`src/rtl/busdemux_pkg.sv`:
```
package busdemux_pkg;

  // Decoded command strobes, all active high.
  typedef struct packed {
    logic memr;
    logic memw;
    logic ior;
    logic iow;
  } strobe_t;

  // Transceiver steering state.
  typedef enum logic [1:0] {
    XDIR_OFF    = 2'b00,
    XDIR_TO_CPU = 2'b01,
    XDIR_TO_MEM = 2'b10
  } xdir_e;

endpackage

```
`src/rtl/bdm_rst_sync.sv`:
```
module bdm_rst_sync #(
  parameter int STAGES = 2
) (
  input  logic clk,
  input  logic rst_n,
  output logic rst_q_n
);

  logic [STAGES-1:0] sync_q;

  always_ff @(posedge clk or negedge rst_n) begin
    if (!rst_n) sync_q <= '0;
    else        sync_q <= {sync_q[STAGES-2:0], 1'b1};
  end

  assign rst_q_n = sync_q[STAGES-1];

endmodule

```
`src/rtl/bdm_addr_latch.sv`:
```
module bdm_addr_latch #(
  parameter int LO_W  = 8,
  parameter int MID_W = 8,
  parameter int HI_W  = 4,
  localparam int AW   = LO_W + MID_W + HI_W
) (
  input  logic             clk,
  input  logic             rst_n,
  input  logic             ale,
  input  logic [LO_W-1:0]  lo_in,
  input  logic [MID_W-1:0] mid_in,
  input  logic [HI_W-1:0]  hi_in,
  output logic [AW-1:0]    addr
);

  logic [AW-1:0] capture;
  logic [AW-1:0] addr_q;
  logic [AW-1:0] addr_d;

  // Field placement: low byte at the bottom, status-shared bits at the top.
  assign capture[LO_W-1:0]          = lo_in;
  assign capture[LO_W+MID_W-1:LO_W] = mid_in;
  assign capture[AW-1:LO_W+MID_W]   = hi_in;

  // Next state: load while the strobe is high, otherwise hold.
  always_comb begin
    addr_d = addr_q;
    if (ale) addr_d = capture;
  end

  always_ff @(posedge clk or negedge rst_n) begin
    if (!rst_n) addr_q <= '0;
    else        addr_q <= addr_d;
  end

  assign addr = addr_q;

  // a strobed capture shows all fields at once on the next cycle.
  p_load_r2: assert property (@(posedge clk) disable iff (!rst_n)
    ale |=> (addr == $past({hi_in, mid_in, lo_in})));

  // without the strobe the held address does not move.
  p_hold_r3: assert property (@(posedge clk) disable iff (!rst_n)
    !ale |=> $stable(addr));

endmodule

```
`src/rtl/bdm_strobe_dec.sv`:
```
module bdm_strobe_dec
  import busdemux_pkg::*;
#(
  parameter bit STROBE_REG = 1'b1
) (
  input  logic    clk,
  input  logic    rst_n,
  input  logic    ale,
  input  logic    io_m,
  input  logic    rd_n,
  input  logic    wr_n,
  output strobe_t strb
);

  strobe_t strb_d;
  logic    cmd_ok;

  // Commands are blocked during the address phase.
  assign cmd_ok = !ale;

  always_comb begin
    strb_d.memr = cmd_ok && !rd_n && !io_m;
    strb_d.memw = cmd_ok && !wr_n && !io_m;
    strb_d.ior  = cmd_ok && !rd_n &&  io_m;
    strb_d.iow  = cmd_ok && !wr_n &&  io_m;
  end

  generate
    if (STROBE_REG) begin : g_reg
      strobe_t strb_q;

      always_ff @(posedge clk or negedge rst_n) begin
        if (!rst_n) strb_q <= '0;
        else        strb_q <= strb_d;
      end

      assign strb = strb_q;

      // a memory strobe needs a memory access requested outside the address phase.
      p_mem_src_r4: assert property (@(posedge clk) disable iff (!rst_n)
        (strb.memr || strb.memw) |-> $past(!io_m && !ale));

      // an I/O strobe needs an I/O access.
      p_io_src_r5: assert property (@(posedge clk) disable iff (!rst_n)
        (strb.ior || strb.iow) |-> $past(io_m));

      // address phase silences every command on the following cycle.
      p_quiet_r6: assert property (@(posedge clk) disable iff (!rst_n)
        ale |=> (strb == '0));

      // a read request on memory space yields the read strobe.
      p_memr_r4: assert property (@(posedge clk) disable iff (!rst_n)
        (!ale && !rd_n && !io_m) |=> strb.memr);
    end else begin : g_comb
      assign strb = strb_d;
    end
  endgenerate

endmodule

```
`src/rtl/bdm_xcvr.sv`:
```
module bdm_xcvr
  import busdemux_pkg::*;
#(
  parameter int DATA_W = 8
) (
  input  logic              clk,
  input  logic              rst_n,
  input  logic              ale,
  input  logic              den_n,
  input  logic              dt_r,
  input  logic [DATA_W-1:0] cpu_in,
  input  logic [DATA_W-1:0] mem_in,
  output logic [DATA_W-1:0] cpu_out,
  output logic              cpu_oe,
  output logic [DATA_W-1:0] mem_out,
  output logic              mem_oe
);

  xdir_e             dir_d, dir_q;
  logic [DATA_W-1:0] cpu_d, cpu_q;
  logic [DATA_W-1:0] mem_d, mem_q;

  // Next state: direction, then data picked for that direction only.
  always_comb begin
    dir_d = XDIR_OFF;
    if (!den_n && !ale) dir_d = dt_r ? XDIR_TO_MEM : XDIR_TO_CPU;
    cpu_d = (dir_d == XDIR_TO_CPU) ? mem_in : '0;
    mem_d = (dir_d == XDIR_TO_MEM) ? cpu_in : '0;
  end

  always_ff @(posedge clk or negedge rst_n) begin
    if (!rst_n) begin
      dir_q <= XDIR_OFF;
      cpu_q <= '0;
      mem_q <= '0;
    end else begin
      dir_q <= dir_d;
      cpu_q <= cpu_d;
      mem_q <= mem_d;
    end
  end

  assign cpu_oe  = (dir_q == XDIR_TO_CPU);
  assign mem_oe  = (dir_q == XDIR_TO_MEM);
  assign cpu_out = cpu_q;
  assign mem_out = mem_q;

  // driving toward the processor carries the memory-side byte.
  p_cpu_path_r7: assert property (@(posedge clk) disable iff (!rst_n)
    cpu_oe |-> (cpu_out == $past(mem_in)) && $past(!dt_r && !den_n));

  // driving toward memory carries the processor-side byte.
  p_mem_path_r8: assert property (@(posedge clk) disable iff (!rst_n)
    mem_oe |-> (mem_out == $past(cpu_in)) && $past(dt_r && !den_n));

  // disabled or address phase leaves both sides undriven.
  p_off_r9: assert property (@(posedge clk) disable iff (!rst_n)
    (den_n || ale) |=> (!cpu_oe && !mem_oe && cpu_out == '0 && mem_out == '0));

  // never both directions at once.
  p_excl_r10: assert property (@(posedge clk) disable iff (!rst_n)
    !(cpu_oe && mem_oe));

endmodule

```
`src/rtl/bus_demux_ctrl.sv`:
```
module bus_demux_ctrl
  import busdemux_pkg::*;
#(
  parameter int LO_W       = 8,
  parameter int MID_W      = 8,
  parameter int HI_W       = 4,
  parameter bit STROBE_REG = 1'b1,
  localparam int AW        = LO_W + MID_W + HI_W
) (
  input  logic             clk,
  input  logic             rst_n,
  input  logic [LO_W-1:0]  ad_in,
  input  logic [MID_W-1:0] a_mid,
  input  logic [HI_W-1:0]  as_hi,
  input  logic             ale,
  input  logic             io_m,
  input  logic             rd_n,
  input  logic             wr_n,
  input  logic             dt_r,
  input  logic             den_n,
  input  logic [LO_W-1:0]  mem_din,
  output logic [AW-1:0]    addr,
  output logic             memr,
  output logic             memw,
  output logic             ior,
  output logic             iow,
  output logic [LO_W-1:0]  ad_out,
  output logic             ad_oe,
  output logic [LO_W-1:0]  mem_dout,
  output logic             mem_oe
);

  logic    rst_q_n;
  strobe_t strb;

  bdm_rst_sync #(.STAGES(2)) u_rst (
    .clk     (clk),
    .rst_n   (rst_n),
    .rst_q_n (rst_q_n)
  );

  bdm_addr_latch #(.LO_W(LO_W), .MID_W(MID_W), .HI_W(HI_W)) u_latch (
    .clk    (clk),
    .rst_n  (rst_q_n),
    .ale    (ale),
    .lo_in  (ad_in),
    .mid_in (a_mid),
    .hi_in  (as_hi),
    .addr   (addr)
  );

  bdm_strobe_dec #(.STROBE_REG(STROBE_REG)) u_dec (
    .clk   (clk),
    .rst_n (rst_q_n),
    .ale   (ale),
    .io_m  (io_m),
    .rd_n  (rd_n),
    .wr_n  (wr_n),
    .strb  (strb)
  );

  assign memr = strb.memr;
  assign memw = strb.memw;
  assign ior  = strb.ior;
  assign iow  = strb.iow;

  bdm_xcvr #(.DATA_W(LO_W)) u_xcvr (
    .clk     (clk),
    .rst_n   (rst_q_n),
    .ale     (ale),
    .den_n   (den_n),
    .dt_r    (dt_r),
    .cpu_in  (ad_in),
    .mem_in  (mem_din),
    .cpu_out (ad_out),
    .cpu_oe  (ad_oe),
    .mem_out (mem_dout),
    .mem_oe  (mem_oe)
  );

  // reset clears the held address and every command.
  p_reset_r1: assert property (@(posedge clk)
    !rst_q_n |=> (addr == '0 && !memr && !memw && !ior && !iow));

endmodule

```
`config.mk`:
```
export PLATFORM = sky130hd
export DESIGN_NAME = bus_demux_ctrl
export DESIGN_NICKNAME = d
export VERILOG_FILES = /design/src/rtl/busdemux_pkg.sv /design/src/rtl/bdm_rst_sync.sv /design/src/rtl/bdm_addr_latch.sv /design/src/rtl/bdm_strobe_dec.sv /design/src/rtl/bdm_xcvr.sv /design/src/rtl/bus_demux_ctrl.sv
export SDC_FILE = /design/constraint.sdc
export NUM_CORES = 1
export LEC_CHECK = 0
export CAP_MARGIN = 10
export CORE_UTILIZATION = 41
export CTS_BUF_LIST = sky130_fd_sc_hd__clkbuf_16
export DETAILED_ROUTE_END_ITERATION = 10
export GPL_TIMING_DRIVEN = 0
export PLACE_DENSITY = 0.84
export SKIP_LAST_GASP = 1
export SLEW_MARGIN = 30
export SYNTH_ARGS = -nofsm -noshare
export SYNTH_HDL_FRONTEND = slang
export SYNTH_HIERARCHICAL = 1
export SYNTH_SLANG_ARGS = --single-unit
```
`constraint.sdc`:
```
create_clock -name clk -period 1.8 [get_ports clk]
set_input_delay 0.27 -clock clk [delete_from_list [all_inputs] [get_ports clk]]
set_output_delay 0.27 -clock clk [all_outputs]
set_load 0.05 [all_outputs]
```
# Word level (Yosys, flattened, before mapping)
# Cells that the tools add are included.
totals:
  word_cells: 29
  regBits: 44
  output_inout_bits: 42
  in_bits: 36
op_classes:
  n_eq_ne: 4
  n_reduce_logical: 12
  muxes: 4
op_table:
  columns: ["cell", "n"]
  rows:
  - ["2-to-1 mux 8 bit", 2]
  - ["logical AND 1 bit", 7]
  - ["zero test 1 bit", 5]
  - ["equality test 2 x 1 -> 1 bit, second input constant", 2]
  - ["equality test 2 bit, second input constant", 2]
  - ["2-to-1 mux 2 bit", 2]

# Longest topological paths before layout
# Gate-level depths: netlist (run 1).
depth:
  depth_word: 5
  depth_mapped: 2
  mapped_depth_nobuf: 1

# Modules after synthesis
# Netlist (run 1), hierarchy kept.
modules_own_cells:
  columns: ["mod", "area_per_inst_um2", "seq_area_each_um2", "cells_per_inst", "instances"]
  rows:
  - ["bdm_addr_latch", 823.3, 500.5, 42, 1]
  - ["bdm_xcvr", 723.2, 450.4, 41, 1]
  - ["bdm_strobe_dec", 140.1, 100.1, 8, 1]
  - ["bdm_rst_sync", 53.8, 50.0, 3, 1]

# Least setup slack after synthesis (run 1)
# No wires, ideal clock.
synth_timing:
  path_kind: "flip-flop to output port"
  from: "register u_xcvr.dir_q[1]"
  to: "output ad_oe"
  n_path_buf: 0
  path_slack_ps: 480
  stages_incl_launch_ff: 2
  t_arrival_ps: 1050
  t_required_ps: 1530
  cell_sequence: "dfrtp_1 > nor2b_1"
synth_via:
  elab_chain_cells: 1
synth_lines:
  columns: ["item", "line", "text"]
  rows:
  - ["start: declaration", "bdm_xcvr.sv:19", "xdir_e dir_d, dir_q;"]
  - ["start signal: assignment", "bdm_xcvr.sv:37", "dir_q <= dir_d;"]
  - ["equality test 2 x 1 -> 1 bit", "bdm_xcvr.sv:43", "assign cpu_oe = (dir_q == XDIR_TO_CPU);"]
  - ["end: declaration", "bus_demux_ctrl.sv:28", "output logic ad_oe,"]
# No other way between the ends.

# Final worst setup path (run 1)
layout_timing:
  from: "register u_latch.addr_q[14], in the netlist u_latch/addr[14]"
  to: "output addr[14]"
layout_rtl:
  columns: ["item", "line", "text"]
  rows:
  - ["start: declaration", "bdm_addr_latch.sv:17", "logic [AW-1:0] addr_q;"]
  - ["start signal: assignment", "bdm_addr_latch.sv:33", "else addr_q <= addr_d;"]
  - ["end: declaration", "bus_demux_ctrl.sv:22", "output logic [AW-1:0] addr,"]
# No word-level cell between the ends.

==> impl_metrics.tcl, run 1 <==
set metrics [dict create \
    leakagePower_nw 1.200 \
    setup_viol 0 \
    die_h_um 67.16 \
    yosys_warnings 6 \
    core_um2 4029 \
    utilization_pct 67.80 \
    synth_mux_area_share_pct 17.25 \
    fin_nets 215 \
    vias 1099 \
    drt_iter0_drc 45 \
    drc 0 \
    htreeDepth 2 \
    status "finished clean" \
    netlist_instances 94 \
    place_congestion 0.6694 \
    clk_latency_ns 0.28 \
    crit_arrival_ns 1.45 \
    critPathCaptureType "output pin" \
    drv_slew 0 \
    synth_fp_nets 130 \
    crit_fanout 2 \
    drtPass1Iterations 4 \
    ys_seq_area_share_pct 63.26 \
    avgSynthCellArea_um2 18.52 \
    fin_crit_sh_pct 95.81 \
    diodes 0 \
    reg2reg_slack_ns 1.03 \
    antenna_left 0 \
    cp_num_buf_inv 1 \
    r2r_start "u_latch/addr[1]$_DFFE_PN0P_" \
    worstMarginPinSlew_ns 0.6500 \
    required_ns 1.53 \
    synth_area_um2 1740 \
    ios 78 \
    clock_path_buffers 2 \
    cp-startpoint "u_latch/addr[14]$_DFFE_PN0P_" \
    nFillCells 283 \
    r2r_cells 1 \
    synth-simple-area-share_pct 16.25 \
    start_util_pct 43.20 \
    grt_pass1_vias 1228 \
    cpPeakStageDelay_ns 0.82 \
    grt.total_usage_pct 17.68 \
    synth_top_family_by_area "multiplexers" \
    maxCapViolCount 0 \
    clock-root-buffer "clkbuf_16" \
    drive_gt1_share_pct 28.33 \
    synthAdderAreaFrac_pct 0 \
    grt_pass1_wl_um 5720 \
    antenna_found_initial 0 \
    syn2layout_area_growth_pct 56.94 \
    start_kind "register" \
    tritoncts "built" \
    die_w_um 67.16 \
    max_freq_mhz 579.9 \
    grt_max_degree 31 \
    p_per_area_nw_per_um2 921.8 \
    port_buffers 77 \
    cts_hold_buffers 0 \
    critPathKind "reg2out" \
    crit_path_cell_trace "clkdlybuf4s50_1" \
    viasPerCell 4.778 \
    cts_buffers 5 \
    path_clk_slew_ns 0.06 \
    numClockSinks 44 \
    ir_worst_vdd_v 0.0005192 \
    cp_top_family "buffers and inverters" \
    grt-ovfl-total 0 \
    hold_slack_ns 0.1494 \
    hold_viol 0 \
    min_path_type "reg2async" \
    hpwlAfterDp_um 2684 \
    rsz0062_at_grt "no" \
    yosys.area_share.xor_xnor_pct 0 \
    routed_wl_um 3666 \
    fp.dieArea_um2 4510 \
    skew_ns 0.005465 \
    r2r_end "u_latch/addr[1]$_DFFE_PN0P_" \
    ys_ff_latch 44 \
    critical-path-slowest-cell "clkdlybuf4s50_1" \
    wl_per_cell_um 15.94 \
    relSlewSlack_pct 56.53 \
    rows 23 \
    post-route-min-period_ns 1.724 \
    dp.cells 222 \
    instances_no_fill 230 \
    synth-compound-area-share_pct 0 \
    yosysUniqueCellTypes 12 \
]
## layout by cell type, fill, tap and decap left out, drive strengths merged
cell type	netlist	final
dfrtp	44	44
nor2b	2	2
dlygate4sd2	0	2
clkbuf	0	5
clkdlybuf4s50	0	75
nor3b	3	3
conb	1	1
and4bb	5	5
buf	5	6
nor3	3	3
nor4b	8	8
clkinv	0	3
nor4bb	3	3
mux2	20	20
## power by group
part / internal (mW) / switching [mW]
Combinational: 0.262 / 0.323
Sequential: 1.05 / 0.0363
Clock: 0.503 / 0.342
Total: 1.82 / 0.701
## area by class of cell
cell class	instances	area, um2	share of cell area, %
Buffer	5	52.55	1.924
Clock buffer	5	125.1	4.581
Clock inverter	3	13.76	0.5039
Multi-Input combinational cell	45	586.8	21.48
Sequential cell	44	1102	40.36
Tap cell	50	62.56	2.290
Timing Repair Buffer	78	788.3	28.86
## timing repair
action                                  CTS  global route
endpoints found under the setup margin    2             0
setup buffers                             0             0
resized for setup                         2             0
## flip-flops by register name, indices dropped and copies added (netlist names)
signal,count
u_latch/addr,20
u_xcvr/cpu_out,8
u_dec/strb,4
u_xcvr/dir_q,2
u_rst/sync_q,2
u_xcvr/mem_out,8
## metrics by stage
stage / setup TNS, ns / worst slack (ns) / cell area (um2) / power (mW)
final: 0 / 0.07551 / 2731 / 2.518
after CTS: 0 / 0.06597 / 2731 / 2.549
after global routing: 0 / 0.02741 / 2731 / 2.622
after detailed placement: -2.032 / -0.1140 / 2595 / 1.694
after floorplan: 0 / 0.4802 / 1740 / 1.450
after global placement: -0.8898 / -0.04756 / 2574 / 1.675
## how the worst max path moves through the flow
stage	end	cells after the start
after floorplan	u_dec/strb[0]$_DFF_PN0_	0
after global placement	u_latch/addr[4]$_DFFE_PN0P_	3
after detailed placement	u_latch/addr[13]$_DFFE_PN0P_	3
after CTS	addr[5]	1
after global routing	addr[6]	1
final	addr[14]	1
## routing by layer
metal  share of wire, %  GRT usage [%]  vias to the layer above  wire length (um)
met5                  0              0                        -                 0
met1                 37          20.75                      544              1350
met2                 53          29.13                       44              1951
met4                1.6          7.181                        0                59
li1                   -              -                      506                 -
met3                8.3          6.588                        5               304
## cell families (layout without fill, tap and decap cells)
| logic type | Yosys count | count (layout) |
|---|---|---|
| buffers and inverters | 5 | 91 |
| flip-flops | 44 | 44 |
| multiplexers | 20 | 20 |
| other | 1 | 1 |
| AND/OR/NAND/NOR | 24 | 24 |
## cell usage after synthesis
| master | n | share of area (%) |
|---|---|---|
| dfrtp_1 | 44 | 63 |
| nor3b_2 | 3 | 2.2 |
| conb_1 | 1 | 0.22 |
| nor3_1 | 2 | 0.58 |
| mux2_4 | 20 | 17 |
| nor4b_2 | 8 | 6.9 |
| nor2b_1 | 2 | 0.72 |
| buf_4 | 1 | 0.43 |
| buf_6 | 4 | 2.6 |
| nor4bb_1 | 3 | 1.7 |
| and4bb_2 | 5 | 3.6 |
| nor3_2 | 1 | 0.58 |
Power figures use the tool's default switching activity.
==> run 2: changes to the inputs <==
- CORE_MARGIN: unset -> 1.5
==> impl_metrics.tcl, run 2 (synthesized netlist as in run 1, its figures left out) <==
set metrics [dict create \
    cp_top_family "buffers and inverters" \
    routed_wl_um 3891 \
    cp_num_buf_inv 1 \
    numClockSinks 44 \
    antenna_left 0 \
    setup_viol 0 \
    drtPass1Iterations 4 \
    dp_slack_ns -0.1159 \
    grt_pass1_vias 1239 \
    post_cts_buffers 0 \
    r2r_cells 1 \
    setup_tns_ns 0 \
    skew_ns 0.005510 \
    drv_slew 0 \
    worstMarginPinSlew_ns 0.6412 \
    p_per_area_nw_per_um2 970.7 \
    place_congestion 0.6906 \
    grt-ovfl-total 0 \
    cp.depth 1 \
    fp.dieArea_um2 4645 \
    crit_fanout 2 \
    required_ns 1.53 \
    post-route-min-period_ns 1.734 \
    grt_pass1_wl_um 6009 \
    cts_buffers 5 \
    multi_input_area_um2 586.8 \
    final_area_um2 2756 \
    status "finished clean" \
    hold_viol 0 \
    port_buffers 77 \
    regArea_um2 1102 \
    ios 78 \
    viasPerCell 4.965 \
    nFillCells 290 \
    drt_iter0_drc 41 \
    path_clk_slew_ns 0.06 \
    start_kind "register" \
    start_util_pct 43.20 \
    htreeDepth 2 \
    rsz0062_at_grt "no" \
    clock_path_buffers 2 \
    rows 23 \
    final_cell_mix "clkdlybuf4s50_1 (75), dfrtp_1 (43), mux2_4 (20)" \
    leakagePower_nw 1.214 \
    crit_path_cell_trace "clkdlybuf4s50_1" \
    syn2layout_area_growth_pct 58.38 \
    wl_per_cell_um 16.92 \
    critPathCaptureType "output pin" \
    relSlewSlack_pct 57.12 \
    clock-root-buffer "clkbuf_16" \
    ir_worst_vdd_v 0.0006070 \
    clk_latency_ns 0.28 \
    fin_crit_sh_pct 96.35 \
    cpPeakStageDelay_ns 0.83 \
    drive_gt1_share_pct 28.33 \
    die_h_um 68.16 \
    finalWorstSetupSlack_ns 0.06562 \
    final_common_cell "clkdlybuf4s50_1" \
    maxCapViolCount 0 \
    max_freq_mhz 576.6 \
    drc 0 \
    vias 1142 \
    core_um2 4029 \
    tritoncts "built" \
    critical-path-slowest-cell "clkdlybuf4s50_1" \
    die_w_um 68.16 \
    critPathKind "reg2out" \
    diodes 0 \
    hpwlAfterDp_um 2861 \
    grt.total_usage_pct 18.39 \
    dpl_cell_area_um2 2595 \
    min_path_type "in2async" \
    fin_nets 215 \
    crit_arrival_ns 1.46 \
    largest_reg_flops 20 \
    antenna_found_initial 0 \
    grt_max_degree 31 \
]
==> run 2: cell count changes in the layout (fill, tap and decap cells not counted) <==
cell / previous run / this run
bufinv_16: 0 / 1
clkinv_1: 1 / 0
clkinv_2: 2 / 1
inv_1: 0 / 1
==> run 2: final cells by class <==
type	count	area share, %
Clock buffer	5	4.539
Sequential cell	44	39.99
Buffer	5	1.906
Timing Repair Buffer	78	28.60
Clock inverter	3	1.407
Tap cell	50	2.270
Multi-Input combinational cell	45	21.29
==> run 2: metrics by stage <==
| step | hold slack (ns) | total power [mW] | util [%] | instances |
|---|---|---|---|---|
| final | 0.1499 | 2.676 | 68.42 | 230 |
| after global routing | 0.1447 | 2.781 | 68.42 | 230 |
| after CTS | 0.1476 | 2.705 | 68.42 | 230 |
| after detailed placement | 0.1654 | 1.700 | 64.41 | 222 |
| after global placement | 0.3386 | 1.675 | 63.88 | 221 |
| after floorplan | -0.02559 | 1.450 | - | 94 |
==> run 2: path summary, 6_finish.rpt <==
kind / from / endpoint / slack (ns)
min in group clk: u_rst/sync_q[0]$_DFF_PN0_ / u_rst/sync_q[1]$_DFF_PN0_ / 0.35
max reg2reg: u_latch/addr[0]$_DFFE_PN0P_ / u_latch/addr[0]$_DFFE_PN0P_ / 1.02
min: rst_n / u_rst/sync_q[0]$_DFF_PN0_ / 0.15
min reg2reg: u_rst/sync_q[1]$_DFF_PN0_ / u_xcvr/mem_out[4]$_DFF_PN0_ / 0.15
max: u_latch/addr[6]$_DFFE_PN0P_ / addr[6] / 0.07
max in group asynchronous: u_rst/sync_q[1]$_DFF_PN0_ / u_dec/strb[1]$_DFF_PN0_ / 1.20
==> run 2: timing repair <==
action,in CTS,in global routing
endpoints found under the setup margin,2,0
gates resized for setup,2,0
hold buffers,0,0
==> run 2: metal layers <==
| metal | global-route usage [%] | vias to the layer above | share of wire, % |
|---|---|---|---|
| met4 | 11.25 | 0 | 2.9 |
| met1 | 19.42 | 580 | 35 |
| met3 | 6.908 | 9 | 8.7 |
| li1 | - | 505 | - |
| met5 | 0 | - | 0 |
| met2 | 30.95 | 48 | 53 |
==> run 2: where the power goes <==
group          internal, mW  switching (mW)
logic                 0.262           0.326
clock network         0.646           0.353
registers              1.05          0.0371
total                  1.96           0.716
==> run 3: changes to the inputs <==
- RECOVER_POWER: unset -> 100
==> impl_metrics.tcl, run 3 (synthesized netlist as in run 1, its figures left out) <==
set metrics [dict create \
    critPathKind "reg2out" \
    comb_power_share_pct 20.4 \
    hold_viol 0 \
    htreeDepth 2 \
    cp_top_family "buffers and inverters" \
    clock-root-buffer "clkbuf_16" \
    die_w_um 68.16 \
    p_per_area_nw_per_um2 1001 \
    post-route-min-period_ns 1.739 \
    nFillCells 315 \
    grt.total_usage_pct 18.39 \
    setup_tns_ns 0 \
    r2r_start "u_rst/sync_q[1]$_DFF_PN0_" \
    drc 0 \
    instances_no_fill 230 \
    sw_frac_of_total_pct 26.68 \
    drtPass1Iterations 2 \
    setup_viol 0 \
    hold_slack_ns 0.1977 \
    min_path_type "reg2async" \
    intPower_mw 1.914 \
    crit_path_cell_trace "dlygate4sd3_1" \
    grt-ovfl-total 0 \
    post_cts_buffers 0 \
    start_util_pct 43.20 \
    routed_wl_um 3826 \
    clk_latency_ns 0.28 \
    r2r_cells 1 \
    critical-path-slowest-cell "dlygate4sd3_1" \
    wl_per_cell_um 16.63 \
    port_buffers 77 \
    critPathCaptureType "output pin" \
    required_ns 1.53 \
    cp-startpoint "u_dec/strb[0]$_DFF_PN0_" \
    final_cell_mix "clkdlybuf4s50_1 (67), dfrtp_1 (44), mux2_1 (18)" \
    fin_crit_sh_pct 96.63 \
    maxCapViolCount 0 \
    grt_pass1_wl_um 6009 \
    drv_slew 0 \
    r2r_end "u_latch/addr[9]$_DFFE_PN0P_" \
    max_freq_mhz 575.0 \
    p_clk_share_pct 38.1 \
    clock_path_buffers 2 \
    tritoncts "built" \
    postCtsResizedCells 2 \
    die_h_um 68.16 \
    cpPeakStageDelay_ns 0.87 \
    core_um2 4029 \
    crit_fanout 1 \
    status "finished clean" \
    diodes 0 \
    ios 78 \
    cp_num_buf_inv 1 \
    cts_hold_buffers 0 \
    grt_max_degree 31 \
    final_area_um2 2606 \
    switching_power_uw 696.4 \
    start_kind "register" \
    drive_gt1_share_pct 12.22 \
    crit_arrival_ns 1.47 \
    numClockSinks 44 \
    fin_nets 215 \
    grt_pass1_vias 1239 \
    rsz0062_at_grt "no" \
    dpl_cell_area_um2 2595 \
    seq_power_share_pct 41.6 \
    path_clk_slew_ns 0.06 \
    largest_reg_flops 20 \
    reg2reg_slack_ns 0.53 \
    viasPerCell 4.961 \
    fp.dieArea_um2 4645 \
    antenna_found_initial 0 \
    cts_buffers 5 \
    leakagePower_nw 1.138 \
    worstMarginPinSlew_ns 0.7189 \
    ir_worst_vdd_v 0.0005958 \
    hpwlAfterDp_um 2861 \
    place_congestion 0.6906 \
    rows 23 \
    drt_iter0_drc 32 \
    syn2layout_area_growth_pct 49.75 \
    antenna_left 0 \
    vias 1141 \
    final_common_cell "clkdlybuf4s50_1" \
    relSlewSlack_pct 52.07 \
    skew_ns 0.004641 \
    dp.cells 222 \
]
[run 3: area by class of cell]
| cell class | instances | area [um2] | share of cell area, % |
|---|---|---|---|
| multi-input combinational | 45 | 459.2 | 17.62 |
| buffer | 5 | 46.29 | 1.776 |
| sequential | 44 | 1101 | 42.25 |
| tap | 50 | 62.56 | 2.400 |
| clock buffer | 5 | 125.1 | 4.801 |
| clock inverter | 3 | 38.79 | 1.488 |
| timing repair buffer | 78 | 773.2 | 29.67 |
[run 3: power groups by stage]
stage	Sequential, mW	Clock (mW)	Combinational [mW]
floorplan	1.32	0	0.134
finish	1.08	0.994	0.531
CTS	1.09	1.02	0.594
global route	1.09	1.07	0.558
global placement	1.11	0	0.563
detailed placement	1.11	0	0.593
[run 3: metrics by stage]
step	power (mW)	utilization [%]	setup slack, ns
after global routing	2.721	64.69	0.02653
after CTS	2.705	68.42	0.05421
final	2.610	64.69	0.06074
after floorplan	1.450	-	0.4802
after detailed placement	1.700	64.41	-0.1159
after global placement	1.675	63.88	-0.04537
[run 3: per-layer routing]
| metal | wire length, um | global-route usage, % |
|---|---|---|
| met1 | 1297 | 19.42 |
| met5 | 0 | 0 |
| met4 | 114 | 11.25 |
| met3 | 344 | 6.908 |
| met2 | 2069 | 30.95 |
[run 3: how the worst max path moves through the flow]
stage,end,cells past startpoint
2_1_floorplan,u_dec/strb[0]$_DFF_PN0_,0
3_3_place_gp,u_latch/addr[1]$_DFFE_PN0P_,3
3_5_place_dp,u_latch/addr[9]$_DFFE_PN0P_,3
4_1_cts,addr[6],1
5_1_grt,addr[6],1
6_report,iow,1
